## src/rtl/stpmon_pkg.sv

```systemverilog
`timescale 1ns/1ps
package stpmon_pkg;

    // Received word width and shift register length of the pseudo-random source
    localparam int WORD_W = 10;
    localparam int LFSR_W = 7;

    typedef enum logic {
        SRC_USER = 1'b0,
        SRC_PRBS = 1'b1
    } src_e;

    // Configuration frozen for the length of one run
    typedef struct packed {
        src_e              src;
        logic              inv;
        logic [WORD_W-1:0] pat;
    } cfg_t;

endpackage

```

## src/rtl/stpmon_prbs_step.sv

```systemverilog
`timescale 1ns/1ps
// Advances the local shift register by one word's worth of serial bits.
// state[0] holds the newest bit and state[LFSR_W-1] the oldest.
module stpmon_prbs_step #(
    parameter int WORD_W = stpmon_pkg::WORD_W,
    parameter int LFSR_W = stpmon_pkg::LFSR_W
) (
    input  logic [LFSR_W-1:0] state_i,
    output logic [WORD_W-1:0] word_o,
    output logic [LFSR_W-1:0] state_o
);

    always_comb begin
        logic [LFSR_W-1:0] st;
        logic              fb;
        st     = state_i;
        word_o = '0;
        for (int i = 0; i < WORD_W; i++) begin
            fb                 = st[LFSR_W-1] ^ st[LFSR_W-2];
            word_o[WORD_W-1-i] = fb;
            st                 = {st[LFSR_W-2:0], fb};
        end
        state_o = st;
    end

endmodule

```

## src/rtl/stpmon_expect.sv

```systemverilog
`timescale 1ns/1ps
// Selects the word the monitor expects next.
module stpmon_expect
    import stpmon_pkg::*;
#(
    parameter int WORD_W = stpmon_pkg::WORD_W
) (
    input  src_e              src_i,
    input  logic              alt_i,
    input  logic              phase_i,
    input  logic [WORD_W-1:0] pat_i,
    input  logic [WORD_W-1:0] prbs_word_i,
    output logic [WORD_W-1:0] exp_o
);

    logic [WORD_W-1:0] user_word;

    for (genvar b = 0; b < WORD_W; b++) begin : g_user_bit
        assign user_word[b] = pat_i[b] ^ (alt_i & phase_i);
    end

    always_comb begin
        if (src_i == SRC_PRBS) begin
            exp_o = prbs_word_i;
        end else begin
            exp_o = user_word;
        end
    end

endmodule

```

## src/rtl/stpmon_len_ctr.sv

```systemverilog
`timescale 1ns/1ps
// Counts checked words and raises a sticky completion flag.
module stpmon_len_ctr #(
    parameter int CHECK_LEN = 512
) (
    input  logic clk,
    input  logic rst_n,
    input  logic clr_i,
    input  logic step_i,
    output logic done_o
);

    localparam int CNT_W = $clog2(CHECK_LEN + 1);
    localparam logic [CNT_W-1:0] LAST = CNT_W'(CHECK_LEN - 1);

    typedef struct packed {
        logic [CNT_W-1:0] cnt;
        logic             done;
    } ctr_t;

    ctr_t c_d, c_q;

    always_comb begin
        c_d = c_q;
        if (clr_i) begin
            c_d = '0;
        end else if (step_i && !c_q.done) begin
            c_d.cnt = c_q.cnt + 1'b1;
            if (c_q.cnt == LAST) begin
                c_d.done = 1'b1;
            end
        end
    end

    always_ff @(posedge clk or negedge rst_n) begin
        if (!rst_n) begin
            c_q <= '0;
        end else begin
            c_q <= c_d;
        end
    end

    assign done_o = c_q.done;

endmodule

```

## src/rtl/selftest_mon.sv

```systemverilog
`timescale 1ns/1ps
module selftest_mon
    import stpmon_pkg::*;
#(
    parameter int CHECK_LEN = 512
) (
    input  logic              clk,
    input  logic              rst_n,
    input  logic              mon_en,
    input  logic              prbs_mode,
    input  logic              inv_mode,
    input  logic [WORD_W-1:0] pattern,
    input  logic              rx_valid,
    input  logic [WORD_W-1:0] rx_word,
    output logic              test_done,
    output logic              test_fail
);

    typedef struct packed {
        cfg_t              cfg;
        logic              seeded;
        logic              phase;
        logic [LFSR_W-1:0] lfsr;
        logic              fail;
    } mon_t;

    mon_t s_d, s_q;

    logic              done;
    logic              step;
    logic              clr;
    logic [WORD_W-1:0] prbs_word;
    logic [LFSR_W-1:0] prbs_next;
    logic [WORD_W-1:0] exp_word;
    logic [WORD_W-1:0] rx_fix;

    stpmon_prbs_step #(
        .WORD_W (WORD_W),
        .LFSR_W (LFSR_W)
    ) u_prbs (
        .state_i (s_q.lfsr),
        .word_o  (prbs_word),
        .state_o (prbs_next)
    );

    stpmon_expect #(
        .WORD_W (WORD_W)
    ) u_expect (
        .src_i       (s_q.cfg.src),
        .alt_i       (s_q.cfg.inv),
        .phase_i     (s_q.phase),
        .pat_i       (s_q.cfg.pat),
        .prbs_word_i (prbs_word),
        .exp_o       (exp_word)
    );

    stpmon_len_ctr #(
        .CHECK_LEN (CHECK_LEN)
    ) u_len (
        .clk    (clk),
        .rst_n  (rst_n),
        .clr_i  (clr),
        .step_i (step),
        .done_o (done)
    );

    always_comb begin
        s_d    = s_q;
        clr    = !mon_en;
        step   = 1'b0;
        // Undo inversion only for the inverted pseudo-random mode
        rx_fix = rx_word ^ {WORD_W{(s_q.cfg.src == SRC_PRBS) && s_q.cfg.inv}};

        if (!mon_en) begin
            s_d         = '0;
            s_d.cfg.src = prbs_mode ? SRC_PRBS : SRC_USER;
            s_d.cfg.inv = inv_mode;
            s_d.cfg.pat = pattern;
        end else if (rx_valid && !done) begin
            step       = 1'b1;
            s_d.seeded = 1'b1;
            if (!s_q.seeded) begin
                if (s_q.cfg.src == SRC_PRBS) begin
                    s_d.lfsr = rx_fix[LFSR_W-1:0];
                    if (rx_fix[LFSR_W-1:0] == '0) begin
                        s_d.fail = 1'b1;
                    end
                end else if (s_q.cfg.inv) begin
                    if (rx_word == s_q.cfg.pat) begin
                        s_d.phase = 1'b1;
                    end else if (rx_word == ~s_q.cfg.pat) begin
                        s_d.phase = 1'b0;
                    end else begin
                        s_d.phase = 1'b1;
                        s_d.fail  = 1'b1;
                    end
                end else if (rx_word != s_q.cfg.pat) begin
                    s_d.fail = 1'b1;
                end
            end else begin
                if (rx_fix != exp_word) begin
                    s_d.fail = 1'b1;
                end
                if (s_q.cfg.src == SRC_PRBS) begin
                    s_d.lfsr = prbs_next;
                end else if (s_q.cfg.inv) begin
                    s_d.phase = !s_q.phase;
                end
            end
        end
    end

    always_ff @(posedge clk or negedge rst_n) begin
        if (!rst_n) begin
            s_q <= '0;
        end else begin
            s_q <= s_d;
        end
    end

    assign test_done = done;
    assign test_fail = s_q.fail;

endmodule

```

## config.mk

```make
export PLATFORM = sky130hd
export DESIGN_NAME = selftest_mon
export DESIGN_NICKNAME = d
export VERILOG_FILES = /design/src/rtl/stpmon_pkg.sv /design/src/rtl/stpmon_prbs_step.sv /design/src/rtl/stpmon_expect.sv /design/src/rtl/stpmon_len_ctr.sv /design/src/rtl/selftest_mon.sv
export SDC_FILE = /design/constraint.sdc
export NUM_CORES = 1
export LEC_CHECK = 0
export BUFFER_PORTS_ARGS = -buffer_cell sky130_fd_sc_hd__buf_4
export CAP_MARGIN = 0
export CORE_MARGIN = 3
export CORE_UTILIZATION = 40
export DETAILED_ROUTE_END_ITERATION = 8
export PLACE_DENSITY_LB_ADDON = 0.1
export RECOVER_POWER = 25
export SYNTH_ARGS = -nofsm -noshare
export SYNTH_HDL_FRONTEND = slang
export SYNTH_SLANG_ARGS = --single-unit
```

## constraint.sdc

```tcl
create_clock -name clk -period 1.9 [get_ports clk]
set_input_delay 0.38 -clock clk [delete_from_list [all_inputs] [get_ports clk]]
set_output_delay 0.38 -clock clk [all_outputs]
set_load 0.03 [all_outputs]
```

* Word-level counts from Yosys, hierarchy flattened *
Index checks and enable logic that the tools add are counted.

operators by class
  $add $sub $neg = 1
  multiply operators = 0
  divide/modulo/power cells = 0
  $lt $le $gt $ge = 0
  eq/ne operators = 16
  shift-type cells = 0
  muxes and demuxes = 25
  bitwise operators = 23
  reductions and logical operators = 10

operator list
  kind                                            count
  two-way mux 10 bit                              3
  two-way mux 11 bit                              2
  == test 10 bit                                  2
  != test 10 bit                                  2
  XOR 1 bit                                       20
  two-way mux 1 bit                               17
  two-way mux 7 bit                               2
  adder 10 x 1 -> 10 bit, second input constant   1
  == test 10 x 9 -> 1 bit, second input constant  1
  != test 2 x 1 -> 1 bit, second input constant   5
  != test 5 bit, second input constant            2
  NOT 10 bit                                      1
  XOR 10 bit                                      1
  two-way mux 9 bit                               1
  zero test 7 bit                                 1
  AND reduction 6 bit                             1
  != test 5 x 1 -> 1 bit, second input constant   1
  != test 4 x 3 -> 1 bit, second input constant   1
  AND reduction 2 bit                             2
  logical AND 1 bit                               3
  != test 3 x 2 -> 1 bit, second input constant   1
  AND reduction 3 bit                             1
  zero test 1 bit                                 2
  != test 2 bit, second input constant            1
  AND 1 bit                                       1

storage, ports and cells
  register bits = 33
  latch bits = 0
  bits in writable memories = 0
  bits in read-only memories = 0
  input bits = 26
  output and inout bits = 2
  word-level logic and storage cells = 84
  memories = 0

* Longest topological paths before layout *
  depth after elaboration = 9
  depth in mapped cells = 9

* By module *
Synthesis repeated with hierarchy kept, for this count alone.

unflattened totals
  cell total of the unflattened synthesis = 246
  area total of the unflattened synthesis = 2437.3 um2

by module, submodules not included
  module            times used  cells each  area each (um2)
  selftest_mon      1           139         1381.3
  stpmon_len_ctr    1           54          560.5
  stpmon_expect     1           36          340.3
  stpmon_prbs_step  1           17          155.1

* Worst setup path after synthesis *
No wires, ideal clock.

  kind = register to register
  from = register s_q[21] in the netlist's numbering
  to = register s_q (netlist bit test_fail)
  data arrival time = 1.762 ns
  slack = 0.009 ns
  stages on the path, launching flop included = 8
  buffers on the path = 1
  period minus slack after synthesis = 1.891 ns
  path through = dfrtp_1 buf_4 nor4bb_1 a221oi_2 xnor2_1 or4_4 a221oi_2 a21oi_1

between the ends
  cells in the longest elaborated chain, start to end = 5
  elaborated cells on any way between the ends = 15
  those cells by class = eq/ne: 6; mux: 5; bitwise: 1; reduce/logical: 3

RTL lines
  item                                                                        line                                     RTL
  start: declaration                                                          selftest_mon.sv:27                       mon_t s_d, s_q;
  start signal: assignment                                                    selftest_mon.sv:115                      s_q <= '0;
  start signal: assignment                                                    selftest_mon.sv:117                      s_q <= s_d;
  logical AND 1 bit                                                           selftest_mon.sv:72                       rx_fix = rx_word ^ {WORD_W{(s_q.cfg.src == SRC_PRBS) && s_q.cfg.inv}};
  XOR 10 bit                                                                  selftest_mon.sv:72
  != test 10 bit or zero test 7 bit (tied branches)                           selftest_mon.sv:101, selftest_mon.sv:85
  != test 3 x 2 -> 1 bit (no line) or != test 4 x 3 -> 1 bit (tied branches)  --
  AND reduction 6 bit (no line)                                               --

Several ways; a longest one is shown, not always the timed one. The select of a mux whose other input is x is not followed.
A chain may end at the register's enable or synchronous reset.

* Worst setup path in the final report *
Ends and elaborated chain as after synthesis.

==> metrics.cfg <==
[placement]
port_buffers=27
place_congestion=0.921
dpl_cell_area_um2=2800
post-dp-hpwl_um=4410
dpl.cell_count=364
dp_slack_ns=-0.138

[critical_path]
worstSetupPathDepth=6
regToRegEndpoint=test_fail
slowest_delay_ns=0.52
r2r-start=s_q[21]
cp.required_ns=2.07
cpMaxStageDelayCell=or4_4
crit_family=compound AO/OA/AOI/OAI gates
worstSetupPathType=flip-flop to flip-flop
cp-start-kind=flip-flop
cp_cell_sequence=buf_4 -> a221oi_2 -> xnor2_1 -> or4_4 -> a221oi_2 -> a21oi_1
cp_max_fo=10
r2r_cells=6
arrival_ns=2.17
crit_path_end_kind=flip-flop
crit_buf_inv=1
r2r_setup_slack_ns=-0.10
cp_common_cell=a221oi_2

[power_and_ir_drop]
ir_worst_vdd_uv=436
p_leak_nw=1.26
power_density_nw_per_um2=708

[cells_and_area]
num-fill-cells=537
area_delta_synth_final_pct=24.4
register_area_um2=828
layout-drive-gt1-share_pct=31.6
diodes=0
multi_input_comb_area_um2=1460
nets=327
final_area_um2=2940
layout.cells.non_filler=373

[synthesis]
netlist_top_cells_count=dfrtp_1 (33), xnor2_1 (28), nand2_1 (21), xor2_1 (16), mux2_2 (13)
yosysTopAreaCell=dfrtp_1
ys_seq_area_share_pct=34.9
synth_nets=279
syn_inst=252
syn_area_um2=2360
synth-main-ff-cell=dfrtp_1
ys_top_cells_by_area=dfrtp_1 (35%), xnor2_1 (10%), mux2_2 (6.2%), xor2_1 (5.9%), nand2_1 (3.3%)
synth_top_area_share_pct=34.9
ys_types=47
yosys_warnings=0
synth.avg_cell_area_um2=9.38
yosysMostFrequentCell=dfrtp_1
synth_edf_count=0
synth-seq-cells=33
ys_async_sr_fraction_pct=100

[sta]
tns_ns=-0.104
finalCriticalPeriod_ns=2.00
max-slew-margin-rel_pct=43.6
fin_skew_ns=0.0114
finalSetupViolations=1
slew_viol_final=0
rsz0062_at_grt=yes
fin_crit_sh_pct=105
fin_ws_ns=-0.104
hold_violations=0
worst_slew_pin_slew_ns=0.846
whs_ns=0.181
max_freq_ghz=0.499

[die]
fp-row-count=27
die-area_um2=6870
core_region_area_um2=5610
die_h_um=82.9
ioPinCount=28
initial_core_util_pct=42.2
die_x_um=82.9

[global_routing]
antenna_found_initial=0
track_usage_pct=17.9
grt_max_degree=34
grt_pass1_wl_um=10100
first_global_vias=2091
gr-total-overflow=0

[drt]
via_per_inst=5.30
vias=1978
wl_um=5820
ant_nets=0
drt_first_pass_iters=4
wl_per_cell_um=15.6
drtIter0Drc=88
drc=0

[clocking]
cts.sinks=33
cts_buffer_depth=2
cts_tree=done
clk_pin_slew_ns=0.07
h-tree-depth=2
worstSkewPairLatency_ns=0.29
root_buffer=clkbuf_8
cts_buffers=5

[status]
status=complete, but fails checks
violations=negative setup slack

[job]
max_cap_viol_count=0

[min_path]
min_path_type=input port to asynchronous set/reset pin

-- cell type report --
| type | count | area share, % |
|---|---|---|
| Sequential cell | 33 | 28.1 |
| Clock buffer | 5 | 2.34 |
| Inverter | 3 | 0.383 |
| Multi-Input combinational cell | 198 | 49.5 |
| Clock inverter | 3 | 1.57 |
| Timing Repair Buffer | 59 | 15.0 |
| Tap cell | 72 | 3.06 |
-- power by group --
group | internal (mW) | leakage (nW) | switching [mW] | total [mW]
clock network | 0.393 | 0.0543 | 0.290 | 0.683
registers | 0.747 | 0.425 | 0.0613 | 0.808
logic | 0.309 | 0.779 | 0.284 | 0.593
-- kinds of logic after synthesis --
family                     share of synthesized area (%)
buffers and inverters                               4.50
DFF                                                 34.9
AOI/OAI and AO/OA                                   15.0
muxes                                               7.04
xor gates and xnor gates                            17.3
adders and majority gates                          0.529
and+or+nand+nor                                     20.7
-- metrics by stage --
stage                     utilization, %  power [mW]
after CTS                           52.3        2.10
after global routing                52.5        2.20
after floorplan                        -        1.18
final                               52.5        2.08
after detailed placement            49.8        1.40
after global placement              49.8        1.40
-- worst max-delay path by stage --
stage	from	end	slack [ns]
6_report	s_q[21]	test_fail	-0.10
5_1_grt	s_q[21]	test_fail	-0.17
4_1_cts	s_q[1]	test_fail	-0.1
3_5_place_dp	s_q[21]	test_fail	-0.14
3_3_place_gp	s_q[21]	test_fail	-0.13
2_1_floorplan	s_q[21]	test_fail	0.009
-- flip-flops by register name, summed over array words and instances, names as in the netlist --
name	flops
s_q	21
test_fail	1
u_len.c_q	10
u_len.done_o	1
-- cell usage in the layout, fill, tap and decap left out, types with 2 or more instances in the layout --
cell	Yosys	routed
a211oi_1	2	2
a21boi_0	7	7
a21oi_1	9	9
a221oi_2	4	4
a31oi_1	2	2
and2_1	12	11
buf_4	2	58
clkbuf_8	0	5
dfrtp_1	33	31
dfrtp_2	0	2
inv_1	3	3
mux2_2	13	13
mux2i_1	2	2
nand2_1	21	21
nand2b_1	2	2
nand3_1	5	5
nand4_1	6	6
nor2_1	11	11
nor2b_1	8	8
nor3_1	2	2
nor4_1	5	4
nor4bb_1	4	2
nor4bb_2	0	2
o211ai_1	2	2
o21ai_0	12	12
or2_2	2	2
or3_1	5	5
or4_4	1	2
xnor2_1	28	28
xor2_1	16	16
-- repair_timing --
action,4_1_cts,5_1_grt
pin swaps,0,1
setup endpoints to repair,2,8
hold buffers,0,0
buffers inserted,1,0
gates resized for setup,3,5
-- layer usage --
| metal | global-route usage (%) | wire, um | vias to the layer above |
|---|---|---|---|
| met2 | 30.5 | 2840 | 43 |
| met3 | 3.27 | 210 | 5 |
| li1 | - | - | 988 |
| met1 | 23.2 | 2720 | 942 |
| met5 | 0 | 0 | - |
| met4 | 4.90 | 46 | 0 |
Note: power is estimated with default switching activity, not from simulation.
